[config.mk]
export PLATFORM = sky130hd
export DESIGN_NAME = req_age_watchdog
export DESIGN_NICKNAME = d
export VERILOG_FILES = /design/src/rtl/raw_pkg.sv /design/src/rtl/raw_period_timer.sv /design/src/rtl/raw_entry_sel.sv /design/src/rtl/raw_age_cmp.sv /design/src/rtl/req_age_watchdog.sv
export SDC_FILE = /design/constraint.sdc
export NUM_CORES = 1
export LEC_CHECK = 0
export ABC_AREA = 1
export BUFFER_PORTS_ARGS = -buffer_cell sky130_fd_sc_hd__buf_2
export CORE_MARGIN = 10
export CORE_UTILIZATION = 45
export CTS_CLUSTER_SIZE = 14
export DETAILED_ROUTE_END_ITERATION = 10
export PLACE_DENSITY = 0.86
export RECOVER_POWER = 100
export SLEW_MARGIN = 10
export SYNTH_ARGS = -nofsm -noshare
export SYNTH_HDL_FRONTEND = slang
export SYNTH_HIERARCHICAL = 1
export SYNTH_SLANG_ARGS = --single-unit
export TNS_END_PERCENT = 30
[constraint.sdc]
create_clock -name clk_i -period 8.1 [get_ports clk_i]
set_clock_uncertainty 0.2 [all_clocks]
set_input_delay 2.43 -clock clk_i [delete_from_list [all_inputs] [get_ports clk_i]]
set_output_delay 2.43 -clock clk_i [all_outputs]
set_load 0.03 [all_outputs]
[src/rtl/raw_pkg.sv]
package raw_pkg;
  typedef enum logic [1:0] {
    ST_IDLE = 2'd0,
    ST_WAIT = 2'd1,
    ST_SCAN = 2'd2,
    ST_HALT = 2'd3
  } raw_state_e;

  typedef enum logic {
    TBL_CO = 1'b0,
    TBL_UC = 1'b1
  } raw_table_e;
endpackage

[src/rtl/raw_period_timer.sv]
module raw_period_timer #(
  parameter int W = 16
) (
  input  logic         clk_i,
  input  logic         rst_ni,
  input  logic         load_i,
  input  logic [W-1:0] period_i,
  output logic         expire_o
);
  logic [W-1:0] cnt_q;

  always_ff @(posedge clk_i or negedge rst_ni) begin
    if (!rst_ni)              cnt_q <= '0;
    else if (load_i)          cnt_q <= period_i;
    else if (cnt_q != '0)     cnt_q <= cnt_q - W'(1);
  end

  assign expire_o = (cnt_q == W'(1));
endmodule

[src/rtl/raw_entry_sel.sv]
module raw_entry_sel #(
  parameter int N     = 8,
  parameter int TS_W  = 16,
  parameter int IDX_W = 4
) (
  input  logic [N-1:0]      valid_i,
  input  logic [N*TS_W-1:0] ts_i,
  input  logic [IDX_W-1:0]  idx_i,
  output logic              valid_o,
  output logic [TS_W-1:0]   ts_o
);
  always_comb begin
    valid_o = 1'b0;
    ts_o    = '0;
    for (int i = 0; i < N; i++) begin
      if (idx_i == IDX_W'(i)) begin
        valid_o = valid_i[i];
        ts_o    = ts_i[i*TS_W +: TS_W];
      end
    end
  end
endmodule

[src/rtl/raw_age_cmp.sv]
module raw_age_cmp #(
  parameter int W = 16
) (
  input  logic         valid_i,
  input  logic [W-1:0] ts_i,
  input  logic [W-1:0] now_i,
  input  logic [W-1:0] limit_i,
  output logic         stale_o
);
  logic [W-1:0] age;

  // modular difference survives counter wrap
  assign age     = now_i - ts_i;
  assign stale_o = valid_i && (age > limit_i);
endmodule

[src/rtl/req_age_watchdog.sv]
module req_age_watchdog
  import raw_pkg::*;
#(
  parameter int N_CO  = 8,
  parameter int N_UC  = 8,
  parameter int TS_W  = 16,
  parameter int CNT_W = 8,
  localparam int NT    = N_CO + N_UC,
  localparam int POS_W = $clog2(NT)
) (
  input  logic              clk_i,
  input  logic              rst_ni,
  input  logic [TS_W-1:0]   thresh_i,
  input  logic [TS_W-1:0]   now_i,
  input  logic              issue_i,
  input  logic [CNT_W-1:0]  outstanding_i,
  input  logic [N_CO-1:0]   co_valid_i,
  input  logic [N_CO*TS_W-1:0] co_ts_i,
  input  logic [N_UC-1:0]   uc_valid_i,
  input  logic [N_UC*TS_W-1:0] uc_ts_i,
  output logic              deadlock_o,
  output logic              dl_table_o,
  output logic [POS_W-1:0]  dl_entry_o
);
  raw_state_e       state_q, state_d;
  logic [POS_W-1:0] pos_q, pos_d;
  logic             dl_q, dl_d;
  raw_table_e       tbl_q, tbl_d;
  logic [POS_W-1:0] ent_q, ent_d;

  logic             thresh_ok, expire, load;
  logic             in_co, last_pos;
  logic [POS_W-1:0] uc_off;
  logic             co_sel_v, uc_sel_v, co_stale, uc_stale, cur_stale;
  logic [TS_W-1:0]  co_sel_ts, uc_sel_ts;

  assign thresh_ok = (thresh_i != '0);
  assign in_co     = (pos_q < POS_W'(N_CO));
  assign last_pos  = (pos_q == POS_W'(NT - 1));
  assign uc_off    = pos_q - POS_W'(N_CO);

  raw_entry_sel #(.N(N_CO), .TS_W(TS_W), .IDX_W(POS_W)) u_co_sel (
    .valid_i (co_valid_i),
    .ts_i    (co_ts_i),
    .idx_i   (pos_q),
    .valid_o (co_sel_v),
    .ts_o    (co_sel_ts)
  );

  raw_entry_sel #(.N(N_UC), .TS_W(TS_W), .IDX_W(POS_W)) u_uc_sel (
    .valid_i (uc_valid_i),
    .ts_i    (uc_ts_i),
    .idx_i   (uc_off),
    .valid_o (uc_sel_v),
    .ts_o    (uc_sel_ts)
  );

  raw_age_cmp #(.W(TS_W)) u_co_cmp (
    .valid_i (co_sel_v),
    .ts_i    (co_sel_ts),
    .now_i   (now_i),
    .limit_i (thresh_i),
    .stale_o (co_stale)
  );

  raw_age_cmp #(.W(TS_W)) u_uc_cmp (
    .valid_i (uc_sel_v),
    .ts_i    (uc_sel_ts),
    .now_i   (now_i),
    .limit_i (thresh_i),
    .stale_o (uc_stale)
  );

  assign cur_stale = in_co ? co_stale : uc_stale;

  always_comb begin
    state_d = state_q;
    pos_d   = pos_q;
    dl_d    = dl_q;
    tbl_d   = tbl_q;
    ent_d   = ent_q;
    load    = 1'b0;
    unique case (state_q)
      ST_IDLE: begin
        if (issue_i && thresh_ok) begin
          load    = 1'b1;
          state_d = ST_WAIT;
        end
      end
      ST_WAIT: begin
        if (expire) begin
          state_d = ST_SCAN;
          pos_d   = '0;
        end
      end
      ST_SCAN: begin
        if (cur_stale) begin
          state_d = ST_HALT;
          dl_d    = 1'b1;
          tbl_d   = in_co ? TBL_CO : TBL_UC;
          ent_d   = in_co ? pos_q : uc_off;
        end else if (last_pos) begin
          if ((outstanding_i != '0) && thresh_ok) begin
            load    = 1'b1;
            state_d = ST_WAIT;
          end else begin
            state_d = ST_IDLE;
          end
        end else begin
          pos_d = pos_q + POS_W'(1);
        end
      end
      default: ;  // ST_HALT holds until reset
    endcase
  end

  raw_period_timer #(.W(TS_W)) u_timer (
    .clk_i    (clk_i),
    .rst_ni   (rst_ni),
    .load_i   (load),
    .period_i (thresh_i),
    .expire_o (expire)
  );

  always_ff @(posedge clk_i or negedge rst_ni) begin
    if (!rst_ni) begin
      state_q <= ST_IDLE;
      pos_q   <= '0;
      dl_q    <= 1'b0;
      tbl_q   <= TBL_CO;
      ent_q   <= '0;
    end else begin
      state_q <= state_d;
      pos_q   <= pos_d;
      dl_q    <= dl_d;
      tbl_q   <= tbl_d;
      ent_q   <= ent_d;
    end
  end

  assign deadlock_o = dl_q;
  assign dl_table_o = tbl_q;
  assign dl_entry_o = ent_q;
endmodule

==> qor.csv <==
metric;value;unit
outcome;completed;
area of the multi-input gates;5180;sq um
# IOs;321;
routed len/inst;17.0;microns
Seq cells post-synth;27;
Initial DRC Count;710;
post-synthesis simple-gate area fraction;53.7;%
fmax;148;MHz
cell area after synthesis;6970;sq um
Worst Path Arrival;6700;ps
Critical Path RT;8050;ps
worst r2r path cells;33;
Die W;144;microns
PortBufs;319;
top cells by area, synth;nand2_1 22%, ha_1 12%, nand3_1 12%, inv_1 12%, dfrtp_1 9.7%;
hold-fix buffers at CTS;0;
Post-synth EDFFs;0;
Sw Share;56.0;%
Reg area;676;sq um
Total Routing Usage GR;27.6;%
R2R setup slack;1880;ps
initial antenna violation count;7;
clk buf depth;2;
# clock sinks;27;
Hold Vio Cnt, Final;0;
combinational group share of total power;76.7;%
Placer Congestion;1.04;
MaxCap Viol Count;0;
share of the synthesized area in the top cell type;21.9;%
Slowest-stage cell, CP;clkbuf_1;
Hold Crit Class;reg -> reg;
setup TNS;0;ps
most used cell along the critical path;nand2_1;
Int Power;697;uW
hold depth;2;
Critical Path Fanout Max;18;
pin count of the biggest net entering global routing;64;
final setup fails;0;
Die Y;144;microns
Final ANT Viol Nets;0;
largest family of logic cells by synthesized area;simple AND/OR/NAND/NOR gates;
total power after layout;1590;uW
commonest non-fill, non-tap cell in the layout;nand2_1;
first-pass GRT wire length;45600;microns
leakage power;0.00515;uW
clock power share;7.0;%
final setup margin;1350;ps
setup bufs post-CTS;0;
CTS clk-pin slew, worst paths;60;ps
Setup crit start kind;input port;
vias after detailed routing;9298;
router iterations before antenna repair;5;
fin. max-slew vios;0;
yosys warns;6;
DP Worst Slack;1630;ps
Clk Latency, worst-skew pair;260;ps
fill count;1574;
share of cells above drive strength 1;23.4;%
Layout area overhead;24.5;%
final period utilization;83.3;%
sequential fraction of design power;16.3;%
Synth Area in Adders;13.0;%
crit path time final;6750;ps
Post-route DRC;0;
syn_area_per_cell;5.43;sq um
cts repair resizes;0;
vias in the first global route;8887;
Worst Tran Pin Value;1420;ps
Post-DP HPWL;26200;microns
final net count;1961;
async set-reset flop share out of synthesis;100;%
CP max stage delay;540;ps
CTS tree;done;
initial core utilization;45.9;%
Synth Area in XOR/XNOR;2.89;%
die area;20900;sq um
Num CTS Buffers;3;
Seq/Total Area, Yosys;9.69;%
H-Tree Depth;1;
Syn Inst Count;1284;
worst vdd ir;0.0955;mV
Synth cell types;36;
Pwr per Cell Area;183;nW/um^2
Setup CP Type;in -> reg;
GR Overflow Total;0;
cell taking the most area after synthesis;nand2_1;
final wirelength;30100;microns
critical path endpoint category;flop;
routed vias/inst;5.26;
core footprint;15200;sq um
main flop type after synthesis;dfrtp_1;
Synth Area in Compound Gates;5.17;%
most frequent cells in the layout;409 x nand2_1, 313 x buf_2, 222 x inv_1;
syn nets;1670;
NetSw;888;uW
Rel. slew slack;5.32;%
row count;45;
clk root buf;clkbuf_16;
mux cell area share after synthesis;0;%
RSZ-0062 raised after global routing;no;
[power groups by stage]
| stage | combinational [uW] | clock [uW] | sequential [uW] |
|---|---|---|---|
| after global placement | 1170 | 0 | 253 |
| after detailed placement | 1200 | 0 | 257 |
| after floorplan | 896 | 0 | 239 |
| after global routing | 1370 | 117 | 264 |
| final | 1220 | 111 | 258 |
| after CTS | 1220 | 112 | 255 |
[final timing paths]
path,from,to
worst max-delay path,uc_ts_i[0],u_timer/cnt_q[12]
worst min-delay path,deadlock_o,deadlock_o
worst max register to register,pos_q[0],u_timer/cnt_q[12]
worst min register to register,deadlock_o,deadlock_o
max in group asynchronous,rst_ni,u_timer/cnt_q[8]
min in group asynchronous,rst_ni,deadlock_o
[worst max-delay path, delay by kind of cell]
family | cells | cell delay [ps]
compound gates | 2 | 340
fa+ha+maj | 3 | 930
buf+inv | 6 | 1110
simple gates | 19 | 1870
[stage by stage]
stage | cells | hold slack [ps] | util [%] | instance area [sq um]
2_1_floorplan | 1284 | 298 | - | 6970
3_3_place_gp | 1758 | 248 | 56.8 | 8640
3_5_place_dp | 1758 | 249 | 56.8 | 8640
4_1_cts | 1762 | 266 | 57.3 | 8720
5_1_grt | 1768 | 325 | 57.1 | 8680
6_report | 1769 | 268 | 57.1 | 8680
[cell families after synthesis]
kind of cell	count (synthesis)
DFF	27
buffers and inverters	270
and+or+nand+nor	826
adders and majority gates	71
xor gates and xnor gates	23
other	1
AOI/OAI and AO/OA	66
[sequential cells by signal (all words and copies together) (netlist names)]
| signal | flops |
|---|---|
| u_timer/cnt_q | 16 |
| pos_q | 4 |
| dl_entry_o | 3 |
| state_q | 2 |
| deadlock_o | 1 |
| dl_table_o | 1 |
[cells in the mapped netlist (5+ instances only)]
cell type,number
xor2_1,16
o21ai_0,13
inv_1,222
ha_1,69
o211ai_1,6
dfrtp_1,27
nand4_1,65
nand2_1,406
buf_4,9
buf_2,23
nand3_1,170
o21ai_1,6
nand2_2,14
nand3b_1,6
nor3_1,6
nor2_2,13
xnor2_1,7
inv_2,10
a21oi_1,35
nor2_1,128
nor2_4,5
[final cells by class]
type	instances	area share [%]
diodes	7	0.202
flip-flops and latches	27	7.78
clock buffers	4	0.908
well taps	188	2.71
repair buffers	322	18.5
inverters	234	10.2
multi-input cells	987	59.7
[metal layers]
layer  part of all wire [%]  up-vias  global-route usage [%]
met3                    9.8       66                    6.23
met4                    3.0        2                    8.56
met5                  0.023        -                       0
met2                     48      446                    47.6
li1                       -     4659                       -
met1                     40     4125                    33.3
Power figures use the tool's default switching activity.
